===== src/rtl/mem_if_pkg.sv =====
package mem_if_pkg;

  typedef enum logic [2:0] {
    SQ_IDLE    = 3'd0,
    SQ_LD_READ = 3'd1,
    SQ_ST_ADDR = 3'd2,
    SQ_ST_WRIT = 3'd3,
    SQ_FINISH  = 3'd4
  } seq_state_t;

  // Successor state of the access sequencer.
  function automatic seq_state_t seq_next(input seq_state_t cur, input logic req,
                                          input logic we, input logic ready);
    seq_state_t nxt;
    nxt = cur;
    case (cur)
      SQ_IDLE:    if (req) nxt = we ? SQ_ST_ADDR : SQ_LD_READ;
      SQ_LD_READ: if (ready) nxt = SQ_FINISH;
      SQ_ST_ADDR: nxt = SQ_ST_WRIT;
      SQ_ST_WRIT: if (ready) nxt = SQ_FINISH;
      SQ_FINISH:  nxt = SQ_IDLE;
      default:    nxt = SQ_IDLE;
    endcase
    return nxt;
  endfunction

  // Address register source: pending store address or live request address.
  function automatic logic [63:0] pick_word(input logic use_alt, input logic [63:0] primary,
                                            input logic [63:0] alternate);
    return use_alt ? alternate : primary;
  endfunction

endpackage


===== src/rtl/mem_if_field_reg.sv =====
module mem_if_field_reg #(
  parameter int unsigned W = 16
) (
  input  logic         clk,
  input  logic         rst,
  input  logic         ld,
  input  logic [W-1:0] d,
  output logic [W-1:0] q
);
  always_ff @(posedge clk) begin
    if (rst)     q <= '0;
    else if (ld) q <= d;
  end
endmodule


===== src/rtl/mem_if_seq.sv =====
module mem_if_seq
  import mem_if_pkg::*;
(
  input  logic clk,
  input  logic rst,
  input  logic req,
  input  logic we,
  input  logic mem_ready,
  output logic accept_ld,
  output logic accept_st,
  output logic mar_load,
  output logic mar_from_pend,
  output logic mdr_load,
  output logic mdr_from_mem,
  output logic rdata_load,
  output logic mem_rd,
  output logic mem_wr,
  output logic done
);
  seq_state_t state_q, state_d;
  logic       op_load_q;
  logic       idle;

  assign idle      = (state_q == SQ_IDLE);
  assign accept_ld = idle && req && !we;
  assign accept_st = idle && req && we;
  assign state_d   = seq_next(state_q, req, we, mem_ready);

  always_ff @(posedge clk) begin
    if (rst) begin
      state_q   <= SQ_IDLE;
      op_load_q <= 1'b0;
    end else begin
      state_q <= state_d;
      if (accept_ld || accept_st) op_load_q <= accept_ld;
    end
  end

  // Load: address register on acceptance. Store: data first, address next cycle.
  assign mar_load      = accept_ld || (state_q == SQ_ST_ADDR);
  assign mar_from_pend = (state_q == SQ_ST_ADDR);
  assign mdr_from_mem  = (state_q == SQ_LD_READ);
  assign mdr_load      = accept_st || (mdr_from_mem && mem_ready);

  assign mem_rd     = (state_q == SQ_LD_READ);
  assign mem_wr     = (state_q == SQ_ST_WRIT);
  assign done       = (state_q == SQ_FINISH);
  assign rdata_load = done && op_load_q;
endmodule


===== src/rtl/mem_if_unit.sv =====
module mem_if_unit
  import mem_if_pkg::*;
#(
  parameter int unsigned ADDR_W = 16,
  parameter int unsigned DATA_W = 16
) (
  input  logic              clk,
  input  logic              rst,
  input  logic              req,
  input  logic              we,
  input  logic [ADDR_W-1:0] addr,
  input  logic [DATA_W-1:0] wdata,
  output logic              done,
  output logic [DATA_W-1:0] rdata,
  output logic [ADDR_W-1:0] mem_addr,
  output logic [DATA_W-1:0] mem_wdata,
  output logic              mem_rd,
  output logic              mem_wr,
  input  logic [DATA_W-1:0] mem_rdata,
  input  logic              mem_ready
);
  localparam int unsigned WIDE = 64;

  logic accept_ld, accept_st, mar_load, mar_from_pend;
  logic mdr_load, mdr_from_mem, rdata_load;
  logic [ADDR_W-1:0] pend_addr, mar_d;
  logic [DATA_W-1:0] mdr_d, rdata_q;
  logic [WIDE-1:0]   mar_wide, mdr_wide;

  mem_if_seq u_seq (
    .clk(clk), .rst(rst), .req(req), .we(we), .mem_ready(mem_ready),
    .accept_ld(accept_ld), .accept_st(accept_st),
    .mar_load(mar_load), .mar_from_pend(mar_from_pend),
    .mdr_load(mdr_load), .mdr_from_mem(mdr_from_mem), .rdata_load(rdata_load),
    .mem_rd(mem_rd), .mem_wr(mem_wr), .done(done)
  );

  // Store address parked here until its turn to enter the address register.
  mem_if_field_reg #(.W(ADDR_W)) u_pend (
    .clk(clk), .rst(rst), .ld(accept_st), .d(addr), .q(pend_addr)
  );

  assign mar_wide = pick_word(mar_from_pend, WIDE'(addr), WIDE'(pend_addr));
  assign mar_d    = mar_wide[ADDR_W-1:0];

  mem_if_field_reg #(.W(ADDR_W)) u_mar (
    .clk(clk), .rst(rst), .ld(mar_load), .d(mar_d), .q(mem_addr)
  );

  assign mdr_wide = pick_word(mdr_from_mem, WIDE'(wdata), WIDE'(mem_rdata));
  assign mdr_d    = mdr_wide[DATA_W-1:0];

  mem_if_field_reg #(.W(DATA_W)) u_mdr (
    .clk(clk), .rst(rst), .ld(mdr_load), .d(mdr_d), .q(mem_wdata)
  );

  // Read result register: copied from the data register at load completion.
  mem_if_field_reg #(.W(DATA_W)) u_rdq (
    .clk(clk), .rst(rst), .ld(rdata_load), .d(mem_wdata), .q(rdata_q)
  );

  assign rdata = rdata_load ? mem_wdata : rdata_q;

  logic unused_ok;
  assign unused_ok = ^{mar_wide[WIDE-1:ADDR_W], mdr_wide[WIDE-1:DATA_W], accept_ld};
endmodule


===== config.mk =====
export PLATFORM = sky130hd
export DESIGN_NAME = mem_if_unit
export DESIGN_NICKNAME = d
export VERILOG_FILES = /design/src/rtl/mem_if_pkg.sv /design/src/rtl/mem_if_field_reg.sv /design/src/rtl/mem_if_seq.sv /design/src/rtl/mem_if_unit.sv
export SDC_FILE = /design/constraint.sdc
export NUM_CORES = 1
export LEC_CHECK = 0
export BUFFER_PORTS_ARGS = -buffer_cell sky130_fd_sc_hd__buf_2
export CAP_MARGIN = 0
export CORE_UTILIZATION = 55
export CTS_CLUSTER_DIAMETER = 50
export DETAILED_ROUTE_END_ITERATION = 8
export PLACE_DENSITY = 0.91
export SYNTH_ARGS = -nofsm -noshare
export SYNTH_HDL_FRONTEND = slang
export SYNTH_SLANG_ARGS = --single-unit

===== constraint.sdc =====
create_clock -name clk -period 3 [get_ports clk]
set_input_delay 0.15 -clock clk [delete_from_list [all_inputs] [get_ports clk]]
set_output_delay 0.15 -clock clk [all_outputs]
set_load 0.02 [all_outputs]

# Yosys cells after proc, flatten, opt, wreduce, memory -nomap -nowiden
# Index checks and enable logic that the tools add are counted.
# word_totals
register_bits,68
inputBits,53
wordCells,31
# op_classes
n_eq_ne,6
mux,7
n_reduce_logical,12
# op_table
op,count
16-bit 2-to-1 mux,3
3-bit case mux with 3 select lines,1
"3-bit by 2-bit == test with 1-bit output, second input constant",2
3-bit 2-to-1 mux,2
1-bit logical AND,5
"3-bit by 1-bit == test with 1-bit output, second input constant",1
"3-bit == test, second input constant",1
3-bit zero test,1
1-bit logical OR,3
2-bit 2-to-1 mux,1
"2-bit by 1-bit inequality test with 1-bit output, second input constant",1
"2-bit inequality test, second input constant",1
2-bit AND reduction,1
2-bit OR reduction,1
1-bit zero test,1

# Logic depth before layout (Yosys ltp)
# depth
depth_word,4
depth_mapped,7
depth_no_buf,3

# Cells and area by module
# Synthesis repeated with hierarchy kept, for this count alone.
# hier_totals
cells_unflattened,292
hier_area_um2,3348.2
# modules_own_cells
mod,instances,cells_each,area_per_inst_um2,seq_area_each_um2
mem_if_field_reg,4,52,580.6,320.3
mem_if_unit,1,54,747.0,0.0
mem_if_seq,1,30,279.0,80.1

# Least setup slack after synthesis
# No wires, ideal clock.
# synth_timing
path_type,register -> register
start,register u_seq.state_q[2]
end,register u_rdq.q[10]
setup_ns,0.128
arrival_time_ns,1.499
path_slack_ns,1.373
path_stages_with_launch,7
path_buffers,3
cell_sequence,dfxtp_1 > buf_2 > nor4bb_1 > buf_4 > buf_8 > mux2_4 > nor2b_1
# synth_via
elab_chain_len,3
# synth_rtl
item,line,source
"start, declared",mem_if_seq.sv:20,"seq_state_t state_q, state_d;"
"start signal, assigned",mem_if_seq.sv:34,state_q <= state_d;
3-bit == test,mem_if_seq.sv:47,assign done = (state_q == SQ_FINISH);
1-bit logical AND,mem_if_seq.sv:48,assign rdata_load = done && op_load_q;
16-bit 2-to-1 mux,--,
via rdata[10],mem_if_unit.sv:14,"output logic [DATA_W-1:0] rdata,"
"end signal, assigned",mem_if_field_reg.sv:11,if (rst) q <= '0;
"end signal, assigned",mem_if_field_reg.sv:12,else if (ld) q <= d;
"end, declared",mem_if_field_reg.sv:8,output logic [W-1:0] q
# The timed path passes the listed nets, and every way through them passes these cells.
# A chain may end at the register's enable or synchronous reset.

# Worst setup path in the final report
# layout_timing
start,register u_seq.state_q[2]
end,output rdata[6]
# layout_via
elab_chain_len,3
# layout_rtl
item,line
3-bit == test,mem_if_seq.sv:47
1-bit logical AND,mem_if_seq.sv:48
16-bit 2-to-1 mux,--
"end, declared",mem_if_unit.sv:14
# Every way passes these cells.

==> out/results.tsv <==
metric	value	unit
switching power total	0.000683	W
Residual DRC	0	
final setup TNS	0	ns
Int Pwr	0.00155	W
Slew @ Worst Pin	0.721	ns
Synth cell types	36	
sequential power share	46.0	%
number of cell rows	27	
fill count	420	
RePlAce Congestion	0.827	
switching share of power	30.6	%
area of the multi-input gates	1560	µm²
cell leakage power	1.67	nW
minimum clock period	2.36	ns
final worst setup slack	0.635	ns
maxcap violations	0	
Slew headroom	51.9	%
FF/Latch Area	1360	µm²
largest family of logic cells by synthesized area	compound AO/OA/AOI/OAI gates	
H-tree lvl count	3	
Avg Cell Area, Syn	9.57	µm²
IO Count	104	
Max clock buf depth	2	
worst path cell trace	nor4bb_4, buf_4, mux2_1, buf_2	
Syn. warnings	0	
Slew Viols, Final	0	
multiplexer area fraction after synthesis	12.4	%
nets	477	
input/output buffers	103	
# hold bufs at CTS	0	
wire per inst	15.9	µm
RSZ-0062 raised after global routing	false	
Die H	78.5	µm
Clock power frac	32.1	%
status	finished, final reports clean	
Worst path top cell family by delay	flip-flops	
type of the worst setup path	flip-flop to output port	
fmax	423	MHz
largest area contributor in the netlist	dfxtp_1	
Synth Area in XOR/XNOR	0	%
DR vias	2913	
Post-CTS Setup Bufs	0	
Syn Nets	389	
Min-Delay Path Class	primary input to flip-flop	
post-placement setup slack	0.986	ns
Layout area overhead	21.5	%
#FFs+latches synth	68	
simple-gate share of the synthesized area	8.87	%
clock sink count	68	
DP Wirelength	5340	µm
Critical Path RT	2.85	ns
grt total ovfl	0	
total track usage	27.2	%
Post-DRT Antenna Nets	0	
vias in the first global route	2708	
CTS clk-pin slew, worst paths	0.07	ns
post-synthesis compound-gate area fraction	26.6	%
core area	5570	µm²
Yosys top cell area share	42.3	%
Crit path largest cell delay	0.61	ns
Syn Inst Count	336	
initial antenna violation count	0	
drt pass-1 iters	5	
post-synthesis sequential area ratio	42.3	%
layout cells sized above 1	37.4	%
Die Wd	78.5	µm
Fin. Hold Viols	0	
CP Buf/Inv Count	2	
clk_lat worst skew	0.34	ns
total CTS buffers	9	
Gate power share	21.9	%
Syn Std Cell Area	3220	µm²
Post-Route WL	7970	µm
n_diodes	0	
Critical Path End Type	output port	
CP startpoint kind	flip-flop	
Setup Skew	0.00577	ns
largest net degree at the start of global routing	31	
post-synthesis adder-cell area fraction	0	%
Initial DRC Count	181	
# resized after CTS	0	
top cells by area, synth	dfxtp_1 42%, mux2_1 7.4%, a211oi_1 5.4%	
WP data arrival	2.21	ns
number of setup violations in the final report	0	
slowest CP cell	dfxtp_1	
period utilization	78.8	%
Starting Density	57.7	%
first-pass GRT wire length	12900	µm
peak supply drop	0.000354	V
CTS tree	yes	
die footprint	6160	µm²
Worst Path Max Fanout	16	
Vias/cell	5.83	
Root Driver	clkbuf_8	
Pwr Density	571	nW/µm²
-- registers in the layout, summed over array words and instances, names as in the netlist --
register and count:
u_mar.q 16, u_pend.q 16, u_seq.op_load_q 1, u_seq.state_q 3, u_rdq.q 16, u_mdr.q 16
-- area by class of cell --
class	instances	share of cell area, %
multi-input combinational	198	39.9
sequential	68	34.8
timing repair buffer	111	14.7
clock buffer	14	4.67
inverter	36	3.46
tap	72	2.30
clock inverter	1	0.128
-- through the flow --
| step | utilization, % | hold WS, ns | cell area [µm²] | std cells | power, W |
|---|---|---|---|---|---|
| final | 70.1 | 0.0697 | 3910 | 500 | 0.00223 |
| after global routing | 70.1 | 0.0676 | 3910 | 500 | 0.00233 |
| after CTS | 70.1 | 0.0590 | 3910 | 500 | 0.00224 |
| after detailed placement | 66.8 | 0.429 | 3720 | 485 | 0.00153 |
| after global placement | 66.8 | 0.416 | 3720 | 485 | 0.00152 |
| after floorplan | - | 0.298 | 3220 | 336 | 0.00139 |
-- power groups by stage --
stage               Combinational, W  Clock [W]  Sequential [W]
floorplan                   0.000293          0         0.00110
global placement            0.000474          0         0.00104
detailed placement          0.000488          0         0.00105
CTS                         0.000490   0.000725         0.00103
global route                0.000533   0.000759         0.00104
finish                      0.000490   0.000716         0.00103
-- kinds of logic (layout without fill, tap and decap cells) --
group	after synthesis	in the layout
buffers and inverters	70	162
AOI/OAI and AO/OA	118	118
and+or+nand+nor	48	48
muxes	32	32
DFF	68	68
-- routing by layer --
| layer | wire, µm | vias up | global-route usage [%] | share of wire, % |
|---|---|---|---|---|
| met4 | 186 | 0 | 14.8 | 2.3 |
| met1 | 3500 | 1388 | 33.3 | 44 |
| met2 | 3780 | 128 | 44.9 | 47 |
| met5 | 0 | - | 0 | 0 |
| met3 | 500 | 14 | 5.23 | 6.3 |
| li1 | - | 1383 | - | - |
-- cell usage in the layout, fill, tap and decap left out, types with 2 or more instances in the layout --
cell type  instances
o21ai_0           27
clkbuf_8          13
a221oi_2          10
nor3_1             4
a211oi_2           9
mux2_4            10
inv_1             33
o21ai_1            5
buf_4              8
nor2b_1           16
a221oi_1           6
buf_2            103
inv_2              2
or2_1              2
a211oi_1          23
a21oi_1           34
mux2_1            21
nand3_1           17
dfxtp_1           68
-- path summary, 6_finish.rpt --
path	from	end	slack, ns	cells after the start
worst min register to register	u_mar.q[4]	u_mar.q[4]	0.46	2
worst max-delay path	u_seq.state_q[2]	rdata[6]	0.64	4
worst min-delay path	addr[6]	u_pend.q[6]	0.07	3
worst max register to register	u_seq.state_q[1]	u_pend.q[8]	0.93	4
-- cell usage after synthesis, drive strengths merged --
master and instances:
nand2b 1, clkbuf 17, nand2 1, nor2 1, clkinv 1, buf 17, nor3 4, o21ai 32
nand3b 1, a221oi 16, nor4bb 2, a2bb2oi 1, o22ai 1, nand4bb 1, a21o 2, a211oi 32
nor2b 16, mux2 32, nand3 17, nor4b 1, or2 2, dfxtp 68, nor4 1, inv 35
a21oi 34
-- worst register-to-register path, stage by stage, from the launching register on --
cell and delay [ns]:
dfxtp_1 0.49, buf_4 0.30, nand4bb_1 0.63, o21ai_0 0.42
a21oi_1 0.10
(Power assumes the default switching activity.)
